## config.mk

```make
export PLATFORM = sky130hd
export DESIGN_NAME = func_unit
export DESIGN_NICKNAME = d
export VERILOG_FILES = /design/src/rtl/fu_pkg.sv /design/src/rtl/fu_adder.sv /design/src/rtl/fu_logic.sv /design/src/rtl/fu_shifter.sv /design/src/rtl/func_unit.sv
export SDC_FILE = /design/constraint.sdc
export NUM_CORES = 1
export LEC_CHECK = 0
export BUFFER_PORTS_ARGS = -buffer_cell sky130_fd_sc_hd__buf_4
export CAP_MARGIN = 30
export CORE_ASPECT_RATIO = 0.9
export CORE_MARGIN = 5
export CORE_UTILIZATION = 50
export DETAILED_ROUTE_END_ITERATION = 7
export PLACE_DENSITY = 0.7
export SLEW_MARGIN = 30
export SYNTH_ARGS = -nofsm -noshare
export SYNTH_HDL_FRONTEND = slang
export SYNTH_SLANG_ARGS = --single-unit
export TNS_END_PERCENT = 50
```

## constraint.sdc

```tcl
create_clock -name vclk -period 6.4
set_input_delay 0.96 -clock vclk [all_inputs]
set_output_delay 0.96 -clock vclk [all_outputs]
set_load 0.1 [all_outputs]
```

## src/rtl/fu_pkg.sv

```systemverilog
// Package: fu_pkg
// Shared types and code-field helpers for the datapath function unit.
// Assumes a 4-bit operation code whose top two bits select the path.
package fu_pkg;

    // Which internal path drives the result word
    typedef enum logic [1:0] {
        PATH_ARITH = 2'b00,
        PATH_LOGIC = 2'b01,
        PATH_SHIFT = 2'b10,
        PATH_NONE  = 2'b11
    } path_e;

    // Status flags produced alongside the result
    typedef struct packed {
        logic ovf;
        logic cry;
        logic neg;
        logic zro;
    } fu_flags_t;

    // Map an operation code onto the path that owns it
    function automatic path_e path_of(input logic [3:0] code);
        path_e p;
        if (!code[3])
            p = PATH_ARITH;
        else if (!code[2])
            p = PATH_LOGIC;
        else if (code[1:0] != 2'b11)
            p = PATH_SHIFT;
        else
            p = PATH_NONE;
        return p;
    endfunction

endpackage

```

## src/rtl/fu_adder.sv

```systemverilog
// Module: fu_adder
// Arithmetic path. It adds A, a second operand chosen by sel[2:1] and a carry-in
// taken from sel[0]. It reports the full carry out and the signed overflow.
// Assumes W >= 2. Purely combinational.
module fu_adder #(
    parameter int W = 16
) (
    input  logic [W-1:0] a,
    input  logic [W-1:0] b,
    input  logic [2:0]   sel,
    output logic [W-1:0] sum,
    output logic         cout,
    output logic         ovf
);
    localparam int MSB = W - 1;

    logic [W-1:0] y_op;
    logic [W:0]   wide;

    // Choose the second adder operand from the two middle code bits
    always_comb begin
        unique case (sel[2:1])
            2'b00:   y_op = '0;
            2'b01:   y_op = b;
            2'b10:   y_op = ~b;
            default: y_op = '1;
        endcase
    end

    // One (W+1)-bit addition keeps the carry out as its top bit
    always_comb begin
        wide = {1'b0, a} + {1'b0, y_op} + {{W{1'b0}}, sel[0]};
        sum  = wide[MSB:0];
        cout = wide[W];
    end

    // Overflow: operands agree in sign but the sum does not
    always_comb begin
        ovf = (a[MSB] == y_op[MSB]) && (wide[MSB] != a[MSB]);
    end

endmodule

```

## src/rtl/fu_logic.sv

```systemverilog
// Module: fu_logic
// Bitwise path: AND, OR, XOR, and inversion of A, chosen by sel.
// Purely combinational; the operands are treated as unsigned bit vectors.
module fu_logic #(
    parameter int W = 16
) (
    input  logic [W-1:0] a,
    input  logic [W-1:0] b,
    input  logic [1:0]   sel,
    output logic [W-1:0] y
);
    // Pick the bitwise operation
    always_comb begin
        unique case (sel)
            2'b00:   y = a & b;
            2'b01:   y = a | b;
            2'b10:   y = a ^ b;
            default: y = ~a;
        endcase
    end

endmodule

```

## src/rtl/fu_shifter.sv

```systemverilog
// Module: fu_shifter
// Single-position shifter on operand B, with pass-through, right and left moves.
// The serial inputs are fixed at 0, so a vacated bit always fills with zero.
// Selector 11 has no operation and gives zero. Purely combinational.
module fu_shifter #(
    parameter int W = 16
) (
    input  logic [W-1:0] b,
    input  logic [1:0]   sel,
    output logic [W-1:0] y
);
    localparam int  MSB      = W - 1;
    localparam logic SER_RIGHT = 1'b0;  // enters at the top on a right shift
    localparam logic SER_LEFT  = 1'b0;  // enters at the bottom on a left shift

    logic [W-1:0] shr;
    logic [W-1:0] shl;

    // Build each shifted bit from its neighbour, with the serial inputs at the ends
    for (genvar i = 0; i < W; i++) begin : g_bit
        if (i == MSB) begin : g_top
            assign shr[i] = SER_RIGHT;
        end else begin : g_mid_r
            assign shr[i] = b[i+1];
        end
        if (i == 0) begin : g_bot
            assign shl[i] = SER_LEFT;
        end else begin : g_mid_l
            assign shl[i] = b[i-1];
        end
    end

    // Per-bit multiplexer on the shift selector
    always_comb begin
        unique case (sel)
            2'b00:   y = b;
            2'b01:   y = shr;
            2'b10:   y = shl;
            default: y = '0;
        endcase
    end

endmodule

```

## src/rtl/func_unit.sv

```systemverilog
// Module: func_unit
// Function unit of a register-file datapath. The adder, logic and shifter paths
// run in parallel, and the operation code picks one result and forms the V, C,
// N and Z flags. Carry and overflow come only from the adder path.
// Assumes the caller registers the outputs; the block holds no state.
module func_unit #(
    parameter int W = 16
) (
    input  logic [W-1:0] a_in,
    input  logic [W-1:0] b_in,
    input  logic [3:0]   fsel,
    output logic [W-1:0] f_out,
    output logic         v_out,
    output logic         c_out,
    output logic         n_out,
    output logic         z_out
);
    import fu_pkg::*;

    localparam int MSB = W - 1;

    logic [W-1:0] add_y;
    logic [W-1:0] log_y;
    logic [W-1:0] sh_y;
    logic         add_c;
    logic         add_v;
    path_e        path;
    fu_flags_t    flg;

    fu_adder #(.W(W)) u_add (
        .a    (a_in),
        .b    (b_in),
        .sel  (fsel[2:0]),
        .sum  (add_y),
        .cout (add_c),
        .ovf  (add_v)
    );

    fu_logic #(.W(W)) u_log (
        .a   (a_in),
        .b   (b_in),
        .sel (fsel[1:0]),
        .y   (log_y)
    );

    fu_shifter #(.W(W)) u_sh (
        .b   (b_in),
        .sel (fsel[1:0]),
        .y   (sh_y)
    );

    // Decode the path from the code's top bits
    always_comb begin
        path = path_of(fsel);
    end

    // Output multiplexer: select the result word
    always_comb begin
        unique case (path)
            PATH_ARITH: f_out = add_y;
            PATH_LOGIC: f_out = log_y;
            PATH_SHIFT: f_out = sh_y;
            default:    f_out = '0;
        endcase
    end

    // Status flags: carry and overflow are gated to the adder path
    always_comb begin
        flg.cry = (path == PATH_ARITH) && add_c;
        flg.ovf = (path == PATH_ARITH) && add_v;
        flg.neg = f_out[MSB];
        flg.zro = ~|f_out;
        v_out   = flg.ovf;
        c_out   = flg.cry;
        n_out   = flg.neg;
        z_out   = flg.zro;
    end

endmodule

```

[After elaboration in Yosys (flattened, before gate mapping)]
Cells that the tools add are included.
Word-level totals
  register bits: 0
  input port bits: 36
  output and inout bits: 20
  logic and storage cells: 31
Cells by class
  $add $sub $neg: 2
  equality and inequality tests: 9
  muxes and demuxes: 7
  bitwise gates (word level): 5
  reduce and logical (&&, ||, !) cells: 8
Operators with widths (number)
  $pmux 16 s3: 4
  $not 16->16: 2
  $add 16x16->17: 1
  $add 17x1->17: 1
  $and 16x16->16: 1
  $or 16x16->16: 1
  $reduce_or 16->1: 1
  $xor 16x16->16: 1
  $eq 2x1->1 const B: 3
  $eq 2x2->1 const B: 3
  $logic_not 2->1: 3
  $mux 2: 2
  $logic_and 1x1->1: 3
  $ne 2x2->1 const B: 1
  $eq 1x1->1: 1
  $logic_not 1->1: 1
  $mux 1: 1
  $ne 1x1->1: 1

[Longest topological paths before layout]
Gate-level depths: netlist of run 1.
  word-level depth: 8
  gate-level depth with buffers: 18
  mapped depth without buffers: 12

[Hierarchy]
A second synthesis of run 1 with hierarchy kept.
Unflattened totals
  cells, all modules: 332
  area total of the unflattened synthesis: 2875.3 um^2
By module, submodules not included
  fu_logic: times used 1, cells an instance 100, area an instance 1012.2 um^2, sequential area each 0.0 um^2
  fu_adder: times used 1, cells an instance 116, area an instance 934.6 um^2, sequential area each 0.0 um^2
  func_unit: times used 1, cells an instance 64, area an instance 550.5 um^2, sequential area each 0.0 um^2
  fu_shifter: times used 1, cells an instance 52, area an instance 377.9 um^2, sequential area each 0.0 um^2

[Least setup slack after synthesis of run 1]
No wires, ideal clock.
  path kind: input -> output
  start: input fsel[1]
  end: output z_out
  arrival time: 6.648 ns
  required time: 5.440 ns
  slack: -1.208 ns
  stages: 18
  path buffers: 6
  cells stage by stage: buf_6 buf_2 buf_4 buf_4 buf_2 buf_1 nand2_1 o21ai_0 fa_1 fa_1 a211oi_1 nor3_1 o21ai_0 a31oi_1 o21ai_0 nand2_1 o21ai_0 and4b_1
Between the ends
  word-level cells in the longest chain between the ends: 8
  elaborated cells between the ends (all ways): 21
  classes of those cells: add/sub: 2; eq/ne: 7; mux: 7; reduce/logical: 5
Ends and longest elaborated chain
  start, declared: RTL line func_unit.sv:11  | input logic [3:0] fsel,
  branches (longest 5 deep; another with $add 16x16->17)
  $pmux 16 s3 (*): RTL line func_unit.sv:59  | unique case (path)
  net f_out[14]: RTL line func_unit.sv:12  | output logic [W-1:0] f_out,
  $reduce_or 16->1 (*): RTL line func_unit.sv:72  | flg.zro = ~|f_out;
  $logic_not 1->1 (*): RTL line func_unit.sv:72
  end, declared: RTL line func_unit.sv:16  | output logic z_out
Mark *: on every way through the listed nets, which the timed path passes.

[Worst setup path in the final report of run 1]
  start: input fsel[1]
  end: output z_out
Between the ends
  word-level cells in the longest chain between the ends: 8
  elaborated cells between the ends (all ways): 21
  classes of those cells: add/sub: 2; eq/ne: 7; mux: 7; reduce/logical: 5
Ends and longest elaborated chain (RTL line)
  branches (longest 5 deep; another with $add 16x16->17)
  $pmux 16 s3 (*): func_unit.sv:59
  $reduce_or 16->1 (*): func_unit.sv:72
  $logic_not 1->1 (*): func_unit.sv:72
Every way passes the cells marked *.

==> key figures, run 1 <==
Placement
  – Placed cell area: 0.00314 mm2
  – HPWL Detailed: 6090 um
  – Dpl cells: 492
  – PortBufs: 56
  – Final Wtd Congestion: 0.921

Routing
  – Routed Antenna Nets: 0
  – DR iter-0 viols: 275
  – Routed vias/inst: 6.00
  – WL/cell: 15.6 um
  – Total wire length: 7670 um
  – Drt drc: 0
  – First drt pass iteration count: 5
  – Via Count: 2952

Worst setup path
  – Worst Path Arrival: 4.47 ns
  – Critical-path top delay cell: fa_1
  – Worst setup path start: fsel[1]
  – Slowest stage delay, CP: 0.43 ns
  – Critical Path Source Type: primary input
  – Req. time, crit path: 5.44 ns
  – Worst-path cell chain: buf_4, nand2_1, o21ai_0, fa_1, fa_1, a211oi_2, nor2_1, xor2_1, a221o_1, nand4bb_1, nor4_1, and4bb_1, and4b_4, buf_4
  – Kind of critical path: in -> out
  – Critical path buffer and inverter count: 2
  – CP Capture Type: output port
  – Kind of cell adding the most delay to the critical path: simple AND/OR/NAND/NOR gates
  – Worst Path Max Fanout: 43

Global route
  – Initial antenna violation count: 0
  – GRT busiest layer: met2
  – Number of global-route vias before repair: 2680
  – Largest net degree at the start of global routing: 49
  – Met2 usage: 0.353
  – First-pass GRT wire length: 12800 um
  – Met3 Resource Use GR: 0.0114
  – Met1 usage: 0.324
  – Total GRT Usage: 0.220
  – Total global routing overflow: 0

Power
  – Logic pwr share: 1.000
  – Worst VDD drop: 0.0787 mV
  – Int Pwr: 133 uW
  – Pwr Density: 142 mW/mm2
  – Sequential share of power: 0
  – Leak: 1.52 nW
  – Clock power share: 0
  – NetSw: 312 uW
  – Sw Ratio: 0.701

Clock network
  – Post-CTS setup buffer count: 0
  – Post-CTS Resized: 0
  – Hold buffers post-CTS: 0

Flow run
  – Max-cap violations: 0

Worst hold path
  – Worst Hold End: v_out
  – Hold Crit Start: a_in[15]
  – Path category of the worst min-delay check: in -> out
  – Hold path cells: 5

Floorplanning
  – Core ar.: 0.00526 mm2
  – # IOs: 56
  – Die X: 87.7 um
  – Die ar.: 0.00702 mm2
  – Std-Cell Rows: 25
  – Die height: 80.0 um
  – Initial Utilization: 0.518

Finish
  – Final #Nets: 512
  – Final Non-Filler Cells: 492
  – Design Area, Final: 0.00314 mm2
  – Area Growth Syn to Fin: 15.6%
  – Filler instances: 509
  – Clkbuf count: 0
  – FFs & Latches: 0
  – Share of cells above drive strength 1: 0.184
  – Antenna diodes: 0
  – Reg area: 0 um2

Yosys
  – Cell taking the most area after synthesis: ha_1
  – Syn_area_per_cell: 6.97 um2
  – Post-synthesis sequential area ratio: 0
  – Synth cell types: 59
  – Commonest cells in the netlist: inv_1, nand2_1, ha_1, o21ai_0, a21oi_1
  – Top cell type's share of synthesized area: 0.216
  – Synth Cell Area: 0.00272 mm2
  – Synth area leaders: ha_1, mux4_2, inv_1, o21ai_0, nand2_1
  – Most common cell in the netlist: inv_1
  – Syn nets: 475
  – Synth Instances: 390
  – Synth Warn #: 0

STA
  – Max_slew headroom: 0.521
  – Fmax: 184 MHz
  – Tcrit/Tclk final: 0.848
  – Setup-failing EPs final: 0
  – Tmin final: 5.43 ns
  – Final hold slack: 2.49 ns
  – Worst-margin pin slew: 0.717 ns
  – Slew Viols, Final: 0
  – Final hold vios: 0
  – RSZ-0062 raised after global routing: false

Status
  – Run status: completed
==> worst max-delay path by stage <==
stage                        to  slack, ns  cells past startpoint
after floorplan           z_out      -0.09                     18
after global placement    z_out       1.06                     14
after detailed placement  z_out       1.03                     14
after CTS                 z_out       1.01                     14
after global routing      z_out       0.82                     14
final                     z_out       0.97                     14
==> cells by family after synthesis <==
group | Yosys count | synth area share
buf+inv | 76 | 0.117
simple gates | 119 | 0.216
fa+ha+maj | 49 | 0.231
xor+xnor | 8 | 0.0258
mux | 21 | 0.130
compound gates | 117 | 0.281
==> worst min-delay path, cell delays in order <==
cell	delay [ns]
buf_4	0.09
inv_1	0.07
xnor2_1	0.15
nor3_1	0.04
buf_4	0.22
==> layout make-up <==
cell class / count / area [um2] / share of cell area
inverters: 53 / 199 / 0.0633
multi-input cells: 314 / 2430 / 0.772
well taps: 67 / 83.8 / 0.0267
repair buffers: 58 / 435 / 0.138
==> power by group through the flow <==
stage | Combinational (mW) | Sequential (mW) | Clock [mW]
after floorplan | 0.344 | 0 | 0
after global placement | 0.440 | 0 | 0
after detailed placement | 0.443 | 0 | 0
after CTS | 0.445 | 0 | 0
after global routing | 0.479 | 0 | 0
final | 0.446 | 0 | 0
==> routing by layer <==
layer / routed length (um) / share of wire
met5: 0 / 0
met4: 125 / 0.016
met3: 528 / 0.069
met2: 3460 / 0.45
met1: 3560 / 0.46
==> cells in the final DEF (no fill, tap or decap), drive strengths merged, types with 2 or more instances in the layout <==
cell / instances
a211oi: 11
a21o: 6
a21oi: 20
a22oi: 3
a31oi: 4
and3: 2
and4: 3
buf: 58
fa: 2
ha: 47
inv: 53
mux2i: 9
mux4: 11
nand2: 48
nand2b: 6
nand3: 11
nand4: 4
nor2: 18
nor2b: 7
nor3: 6
nor4: 2
o2111ai: 4
o211ai: 9
o21a: 2
o21ai: 37
o221ai: 2
o22ai: 3
o2bb2ai: 2
or2: 2
or3: 3
xnor2: 4
xor2: 4
==> per-stage QoR <==
stage,util,total power [mW],TNS [ns],setup slack [ns]
2_1_floorplan,-,0.344,-0.164,-0.0874
3_3_place_gp,0.598,0.440,0,1.06
3_5_place_dp,0.598,0.443,0,1.03
4_1_cts,0.598,0.445,0,1.01
5_1_grt,0.598,0.479,0,0.824
6_report,0.598,0.446,0,0.973
Power figures use the tool's default switching activity.
==> run 2, diff against run 1 <==
--- a/config.mk
+++ b/config.mk
@@ -5,13 +5,14 @@
 export SDC_FILE = /design/constraint.sdc
 export NUM_CORES = 1
 export LEC_CHECK = 0
+export ABC_AREA = 1
 export BUFFER_PORTS_ARGS = -buffer_cell sky130_fd_sc_hd__buf_4
 export CAP_MARGIN = 30
 export CORE_ASPECT_RATIO = 0.9
 export CORE_MARGIN = 5
 export CORE_UTILIZATION = 50
 export DETAILED_ROUTE_END_ITERATION = 7
-export PLACE_DENSITY = 0.7
+export PLACE_DENSITY = 0.72
 export SLEW_MARGIN = 30
 export SYNTH_ARGS = -nofsm -noshare
 export SYNTH_HDL_FRONTEND = slang
==> constraint.sdc (replaced) <==
create_clock -name vclk -period 4.9
set_input_delay 0.735 -clock vclk [all_inputs]
set_output_delay 0.735 -clock vclk [all_outputs]
set_load 0.1 [all_outputs]
==> run 2 against run 1 <==
Worst hold slack got worse by 0.62 ns. Highest routed layer unchanged. Design area grew 2.3%. Count of clock-buffer cells in the layout is the same. Final cell count increased by 29%. Global-route usage is 3.5 points higher. Sequential share of layout area stayed put. Area after synthesis up 3.3%. Critical endpoint unchanged. Worst setup slack lost 0.29 ns. Critical path depth rose by 3.
==> key figures, run 2 <==
Worst setup path
  – Kind of critical path: in -> out
  – CP Capture Type: output port
  – Worst Path Arrival: 3.48 ns
  – Critical Path Source Type: primary input
  – Req. time, crit path: 4.16 ns
  – Worst Path Max Fanout: 15

Yosys
  – Synth Instances: 530
  – Synth cell types: 33
  – Commonest cells in the netlist: nand2_1, inv_1, nand3_1, ha_1, o21ai_0
  – Post-synthesis sequential area ratio: 0
  – Top cell type's share of synthesized area: 0.220
  – Syn nets: 615
  – Synth Cell Area: 0.00281 mm2
  – Synth Warn #: 0
  – Synth area leaders: nand2_1, ha_1, inv_1, nand3_1, o21ai_0
  – Cell taking the most area after synthesis: nand2_1
  – Most common cell in the netlist: nand2_1
  – Syn_area_per_cell: 5.30 um2

Floorplanning
  – Std-Cell Rows: 25
  – Die height: 81.1 um
  – Die ar.: 0.00722 mm2
  – Core ar.: 0.00535 mm2
  – Initial Utilization: 0.525
  – # IOs: 56
  – Die X: 89.0 um

Routing
  – WL/cell: 14.7 um
  – Routed vias/inst: 5.46
  – Routed Antenna Nets: 0
  – DR iter-0 viols: 277
  – Via Count: 3474
  – Drt drc: 0
  – Total wire length: 9350 um
  – First drt pass iteration count: 6

Clock network
  – Post-CTS setup buffer count: 0
  – Post-CTS Resized: 0
  – Hold buffers post-CTS: 0

Finish
  – Antenna diodes: 0
  – Clkbuf count: 0
  – Area Growth Syn to Fin: 14.6%
  – Final #Nets: 656
  – Reg area: 0 um2
  – Final core occ: 0.602
  – Final Non-Filler Cells: 636
  – FFs & Latches: 0
  – Commonest non-fill, non-tap cell in the layout: nand2_1
  – Design Area, Final: 0.00322 mm2
  – Share of cells above drive strength 1: 0.135
  – Most frequent cells in the layout: nand2_1, inv_1, buf_4

STA
  – Max_slew headroom: 0.457
  – Slew Viols, Final: 0
  – Worst-margin pin slew: 0.813 ns
  – Fmax: 237 MHz
  – Fin worst setup slack: 0.687 ns
  – Tcrit/Tclk final: 0.860
  – Final hold slack: 1.87 ns
  – Final hold vios: 0
  – Tmin final: 4.21 ns
  – Setup-failing EPs final: 0
  – Setup_tns: 0 ns
  – RSZ-0062 raised after global routing: false

Power
  – Overall power: 562 uW
  – Clock power share: 0
  – Pwr Density: 175 mW/mm2
  – Worst VDD drop: 0.0949 mV
  – Sw Ratio: 0.734
  – Int Pwr: 149 uW
  – Sequential share of power: 0
  – Logic pwr share: 1.000
  – NetSw: 412 uW
  – Leak: 1.90 nW

Global route
  – Number of global-route vias before repair: 3006
  – First-pass GRT wire length: 14700 um
  – Initial antenna violation count: 0
  – Total GRT Usage: 0.255
  – Largest net degree at the start of global routing: 37
  – Total global routing overflow: 0

Placement
  – Placed cell area: 0.00322 mm2
  – Final Wtd Congestion: 0.908
  – HPWL Detailed: 7620 um
  – Dpl cells: 636
  – PortBufs: 56
  – Pre-CTS setup slack: 0.717 ns

Flow run
  – Max-cap violations: 0

Worst hold path
  – Path category of the worst min-delay check: in -> out

Status
  – Run status: completed
## run 2: cell count changes after synthesis, sizes merged, moves of 7 or more
cell	change
nand2	+119
inv	+48
nand3	+43
nor2	+20
a211oi	-11
mux4	-11
o21ai	+10
mux2i	-9
o211ai	+9
a21oi	-7
nor2b	-7
## run 2: final timing paths
kind,from,cells past startpoint,slack (ns),to
max,fsel[2],17,0.69,z_out
min,fsel[3],3,1.87,c_out
## run 2: logic make-up (layout without fill, tap and decap cells)
logic type | after synthesis | in the layout | synth area share
AOI/OAI and AO/OA | 91 | 91 | 0.187
and+or+nand+nor | 270 | 270 | 0.409
buffers and inverters | 120 | 159 | 0.180
adders and majority gates | 49 | 49 | 0.224
## run 2: layout make-up
cell class                 instances  area, um2
multi-input combinational        410       2320
timing repair buffer              57        428
fill                             566       2130
inverter                         102        384
tap                               67       83.8
## run 2: power by group through the flow
stage	sequential, mW	clock (mW)	combinational (mW)
after floorplan	0	0	0.423
after global placement	0	0	0.550
after detailed placement	0	0	0.556
after CTS	0	0	0.558
after global routing	0	0	0.607
final	0	0	0.562
## run 2: layer usage
metal | vias to the layer above | global-route usage | wire (um)
met4 | 0 | 0.0164 | 82
li1 | 1781 | - | -
met2 | 132 | 0.415 | 4190
met3 | 15 | 0.0172 | 641
met1 | 1546 | 0.383 | 4430
met5 | - | 0 | 0
## run 2: worst max-delay path, stage by stage
cell     delay [ns]
buf_4          0.13
inv_1          0.27
o21ai_0        0.17
fa_1           0.46
fa_1           0.44
nand2_1        0.09
nand2_1        0.07
nand3_1        0.10
nand2_1        0.10
nand2_1        0.09
nand3_1        0.07
nand3_1        0.10
nand2_2        0.06
nor2_1         0.09
nand3_1        0.12
nor2_4         0.09
buf_4          0.28
